**src/rtl/mdio_mgmt_engine.sv**
```systemverilog
module mdio_mgmt_engine #(
  parameter int CLK_HZ = 250_000_000,
  parameter int MDC_HZ = 2_500_000
) (
  input  logic        clk,
  input  logic        rst_n,
  input  logic        cmd_we,
  input  logic [31:0] cmd_wdata,
  output logic [31:0] cmd_rdata,
  input  logic        dat_we,
  input  logic [15:0] dat_wdata,
  output logic [15:0] dat_rdata,
  output logic        mdc,
  output logic        mdio_o,
  output logic        mdio_oe,
  input  logic        mdio_i
);
  localparam int HALF = (CLK_HZ + 2 * MDC_HZ - 1) / (2 * MDC_HZ);
  localparam int DW   = (HALF > 1) ? $clog2(HALF) : 1;

  logic        busy, wr;
  logic [4:0]  phy, rix;
  logic [15:0] dat, rd_sh;
  logic [DW-1:0] div;
  logic [5:0]  bitn;
  logic [63:0] frame;

  wire tick = (div == DW'(HALF - 1));
  wire rise = busy && tick && !mdc;
  wire fall = busy && tick && mdc;

  assign frame = {32'hFFFF_FFFF, 2'b01, wr ? 2'b01 : 2'b10, phy, rix,
                  wr ? 2'b10 : 2'b00, wr ? dat : 16'h0000};
  assign mdio_o    = busy ? frame[6'd63 - bitn] : 1'b1;
  assign mdio_oe   = busy && (wr || bitn < 6'd46);
  assign cmd_rdata = {16'h0000, phy, rix, 4'h0, wr, busy};
  assign dat_rdata = dat;

  always_ff @(posedge clk) begin
    if (!rst_n) begin
      busy  <= 1'b0;
      wr    <= 1'b0;
      phy   <= '0;
      rix   <= '0;
      dat   <= '0;
      rd_sh <= '0;
      div   <= '0;
      mdc   <= 1'b0;
      bitn  <= '0;
    end else if (!busy) begin
      div  <= '0;
      mdc  <= 1'b0;
      bitn <= '0;
      if (dat_we) dat <= dat_wdata;
      if (cmd_we) begin
        phy  <= cmd_wdata[15:11];
        rix  <= cmd_wdata[10:6];
        wr   <= cmd_wdata[1];
        busy <= cmd_wdata[0];
      end
    end else begin
      div <= tick ? '0 : div + DW'(1);
      if (tick) mdc <= ~mdc;
      if (rise && bitn >= 6'd48) rd_sh <= {rd_sh[14:0], mdio_i};
      if (fall) begin
        bitn <= bitn + 6'd1;
        if (bitn == 6'd63) begin
          busy <= 1'b0;
          if (!wr) dat <= rd_sh;
        end
      end
    end
  end
endmodule


```
**config.mk**
```make
export PLATFORM = sky130hd
export DESIGN_NAME = mdio_mgmt_engine
export DESIGN_NICKNAME = d
export VERILOG_FILES = /design/src/rtl/mdio_mgmt_engine.sv
export SDC_FILE = /design/constraint.sdc
export NUM_CORES = 1
export LEC_CHECK = 0
export ABC_AREA = 1
export BUFFER_PORTS_ARGS = -buffer_cell sky130_fd_sc_hd__buf_4
export CELL_PAD_IN_SITES_DETAIL_PLACEMENT = 1
export CELL_PAD_IN_SITES_GLOBAL_PLACEMENT = 2
export CORE_ASPECT_RATIO = 1.5
export CORE_MARGIN = 4
export CORE_UTILIZATION = 23
export DETAILED_ROUTE_END_ITERATION = 10
export GPL_TIMING_DRIVEN = 0
export PLACE_DENSITY_LB_ADDON = 0.1
export SYNTH_ARGS = -nofsm -noshare
export SYNTH_HDL_FRONTEND = slang
export SYNTH_SLANG_ARGS = --single-unit
```
**constraint.sdc**
```tcl
create_clock -name clk -period 1.6 [get_ports clk]
set_input_delay 0.32 -clock clk [delete_from_list [all_inputs] [get_ports clk]]
set_output_delay 0.32 -clock clk [all_outputs]
set_load 0.02 [all_outputs]
```
# After elaboration in Yosys (flattened, before gate mapping)
# Cells that the tools add are included.
[totals]
register_bits = 57
output_inout_bits = 51
wordCells = 51
[op_classes]
addsub = 3
order_cmp = 3
eq_ne = 5
mux = 15
bitwise = 3
reduce_logical = 13
[ops]
columns = ["operator", "n"]
rows = [
  ["$mux 16", 6],
  ["$add 6x1->6 const B", 2],
  ["$eq 6x6->1 const B", 2],
  ["$lt 6x7->1 const B", 1],
  ["$bmux 1 s6", 1],
  ["$ge 6x6->1 const B", 1],
  ["$lt 6x6->1 const B", 1],
  ["$mux 1", 6],
  ["$reduce_and 2->1", 3],
  ["$sub 6x6->6 const A", 1],
  ["$logic_and 1x1->1", 5],
  ["$mux 2", 2],
  ["$ne 2x1->1 const B", 2],
  ["$reduce_and 4->1", 1],
  ["$not 1->1", 3],
  ["$reduce_or 3->1", 1],
  ["$ne 2x2->1 const B", 1],
  ["$reduce_bool 2->1", 1],
  ["$logic_not 1->1", 1],
  ["$logic_or 1x1->1", 1],
]

# Longest topological paths before layout
[depth]
depth_word = 5
mapped_depth = 11

# Worst setup path after synthesis
# No wires, ideal clock.
[synth_timing]
kind = "reg-to-output"
start = "reg bitn[0]"
end = "out mdio_o"
t_arrival_ns = 1.478
path_slack_ns = -0.198
stages_incl_launch_ff = 8
path_cell_list = "dfxtp_1 inv_1 buf_2 ha_1 o21ai_0 nand3_1 a21oi_1 a21oi_1"
[synth_via]
elab_chain_cells = 4
[synth_lines]
columns = ["element", "line", "text"]
rows = [
  ["start: declaration", "25", "logic [5:0] bitn;"],
  ["start signal: assignment", "66", "bitn <= bitn + 6'd1;"],
  ["$sub 6x6->6", "34", "assign mdio_o = busy ? frame[6'd63 - bitn] : 1'b1;"],
  ["$bmux 1 s6", "34", ""],
  ["$mux 1 (not written as such)", "34", ""],
  ["$mux 1", "34", ""],
  ["end: declaration", "14", "output logic mdio_o,"],
]
# Every way passes these cells. The select of a mux whose other input is x is not followed.

# Final worst setup path
# Same ends and word-level chain as after synthesis.

==> results_dict.tcl <==
set metrics [dict create \
    multi_input_area_um2 1470 \
    synth_area_leaders "dfxtp_1, nand2_1, o21ai_0" \
    yosysTopAreaCell "dfxtp_1" \
    dieArea_um2 14500 \
    min_path_type "input pin to flop" \
    grt_setup_unrepaired "yes" \
    grt_max_degree 17 \
    clkSinkCount 57 \
    postSynthAreaPerCell_um2 6.87 \
    clock_path_buffers 2 \
    yosysUniqueCellTypes 30 \
    finalCritPeriodShare_pct 125 \
    nFillCells 1564 \
    synth_common_cells "nand2_1, dfxtp_1, inv_1" \
    cp_cell_sequence "inv_6 -> buf_8 -> ha_4 -> nor2_2 -> nor2_1 -> a21oi_1 -> nand2_1 -> a21oi_2 -> a21oi_2 -> buf_6" \
    port_buffers 63 \
    synthToLayoutAreaGrowth_pct 45.7 \
    yosys_warnings 0 \
    die_w_um 99.7 \
    hold_viol_final 0 \
    synth_top_area_share_pct 39.4 \
    initial_utilization_pct 23.4 \
    layout_setup_ws_ns -0.405 \
    drive_gt1_share_pct 29.4 \
    cts_htree_levels 3 \
    antenna_found_initial 0 \
    switching_share_pct 26.3 \
    overflow 0 \
    ios 104 \
    crit_required_ns 1.28 \
    crit_buf_inv 3 \
    period_needed_ns 2.01 \
    path_class "flop to output port" \
    ir_drop_v 0.000502 \
    crit_path_start_kind "flop" \
    switching_power_w 0.00107 \
    synth_seq_cells 57 \
    synthFlopType "dfxtp_1" \
    cpPeakStageDelay_ns 0.38 \
    max_cap_violations 0 \
    violations "negative setup slack" \
    synth_edf_count 0 \
    detail-route-antenna-nets 0 \
    power.total_w 0.00406 \
    synthCells 422 \
    first_iter_violations 46 \
    ys_async_sr_fraction_pct 0 \
    cp_top_family "flip-flops" \
    power_frac_comb_pct 15.5 \
    synth_adder_area_share_pct 1.73 \
    critPathSlowestCell "dfxtp_4" \
    first_pass_iters 4 \
    drv_slew 0 \
    place_congestion 0.756 \
    grt_first_pass_wirelength_um 16100 \
    syn_area_um2 2900 \
    route.detailed.drc 0 \
    final_area_um2 4220 \
    p_int_w 0.00299 \
    synth_compound_area_share_pct 17.1 \
    num_vias 2971 \
    path_clk_slew_ns 0.05 \
    hpwlAfterDp_um 7550 \
    setup_violations 2 \
    viasPerCell 4.32 \
    critPathMaxFanout 4 \
    rows 50 \
    fin_setup_tns_ns -0.565 \
    power.density_nw_per_um2 961 \
    yosysSeqAreaShare_pct 39.4 \
    pwr-share-clk_pct 46.8 \
    wl_per_cell_um 14.5 \
    arrival_ns 1.69 \
    die_h_um 146 \
    numCtsBuffers 9 \
    placed_cell_area_um2 3650 \
    yosys.area_share.simple_pct 24.9 \
    clock-root-buffer "clkbuf_16" \
    synth_mux_area_share_pct 0 \
    end_kind "output port" \
    pwr-share-seq_pct 37.7 \
    cts_tree "yes" \
    synth_top_family_by_area "simple AND/OR/NAND/NOR gates" \
    outcome "complete, but fails checks" \
    fmax_mhz 499 \
    cpMostUsedCell "a21oi_2" \
    clk-insertion-delay-late_ns 0.33 \
    whs_ns 0.251 \
    layout.nets 583 \
    yosysMostFrequentCell "nand2_1" \
    seq_area_um2 1150 \
    post-place-ws_ns -0.568 \
    track_usage_pct 14.1 \
    drt_wl_total_um 9950 \
    core_area_um2 12400 \
    skew_ns 0.00644 \
    synth-xor-area-share_pct 0.604 \
    grt_pass1_vias 3210 \
    p_leak_nw 1.83 \
    n_antenna_cell 0 \
]
[what timing repair did]
item | 4_1_cts | 5_1_grt
hold buffers | 0 | 0
pin swaps | 14 | 4
resized for setup | 43 | 19
setup buffers | 12 | 1
endpoints found under the setup margin | 44 | 30
[cells by family after synthesis]
group                      count (synthesis)
xor gates and xnor gates                   2
adders and majority gates                  4
other                                      1
buffers and inverters                     93
and+or+nand+nor                          168
AOI/OAI and AO/OA                         97
DFF                                       57
[metrics by stage]
step	util [%]	instances
final	34.1	687
after global routing	34.1	687
after CTS	33.6	687
after detailed placement	29.5	660
after global placement	29.5	660
after floorplan	-	441
[state kept, by name (all words and copies together), names as in the netlist]
register and cells:
bitn 6, busy 1, dat_rdata 16, div 6
mdc 1, phy 5, rd_sh 16, rix 5
wr 1
[power groups by stage]
stage	logic, W	clock network (W)	registers [W]
after floorplan	0.000317	0	0.00161
after global placement	0.000606	0	0.00157
after detailed placement	0.000610	0	0.00157
after CTS	0.000629	0.00196	0.00153
after global routing	0.000695	0.00203	0.00154
final	0.000628	0.00190	0.00153
[layout make-up]
type	instances	share of cell area, %
well taps	156	4.62
multi-input cells	291	34.8
flip-flops and latches	57	27.3
plain buffers	41	7.73
inverters	50	4.68
clock buffers	13	5.92
clock inverters	3	0.948
repair buffers	76	14.0
[per-layer routing]
| metal | wire length [µm] | up-vias | GRT usage [%] | share of wire [%] |
|---|---|---|---|---|
| li1 | - | 1525 | - | - |
| met1 | 3780 | 1392 | 14.7 | 38 |
| met2 | 5720 | 43 | 26.9 | 57 |
| met3 | 303 | 11 | 2.78 | 3.0 |
| met4 | 150 | 0 | 5.33 | 1.5 |
| met5 | 0 | - | 0 | 0 |
[cells in the final DEF, fill, tap and decap left out, types with 9 or more instances in the layout]
cell type | Yosys | layout
clkbuf_16 | 0 | 9
inv_1 | 48 | 45
clkbuf_1 | 11 | 10
nor2_1 | 35 | 31
dfxtp_1 | 57 | 53
o21ai_0 | 47 | 41
a21oi_1 | 45 | 42
conb_1 | 1 | 20
buf_4 | 22 | 93
nand2_1 | 84 | 83
nand3_1 | 38 | 33
[worst register-to-register path, stage by stage (launching register included)]
cell and delay (ns):
dfxtp_4 0.38, buf_4 0.13, ha_2 0.18, nand2_1 0.10, nor2_2 0.14, nand2_2 0.08
nand2_4 0.13, buf_6 0.14, nand3_1 0.08, a21oi_2 0.14
[final timing paths]
check	from	endpoint	slack, ns	cells after the start
max reg2reg	bitn[0]	dat_rdata[0]	0.02	9
min	cmd_wdata[8]	rix[2]	0.25	3
max	bitn[0]	mdio_o	-0.41	10
min reg2reg	div[0]	div[0]	0.45	1
Note: power is estimated with default switching activity, not from simulation.
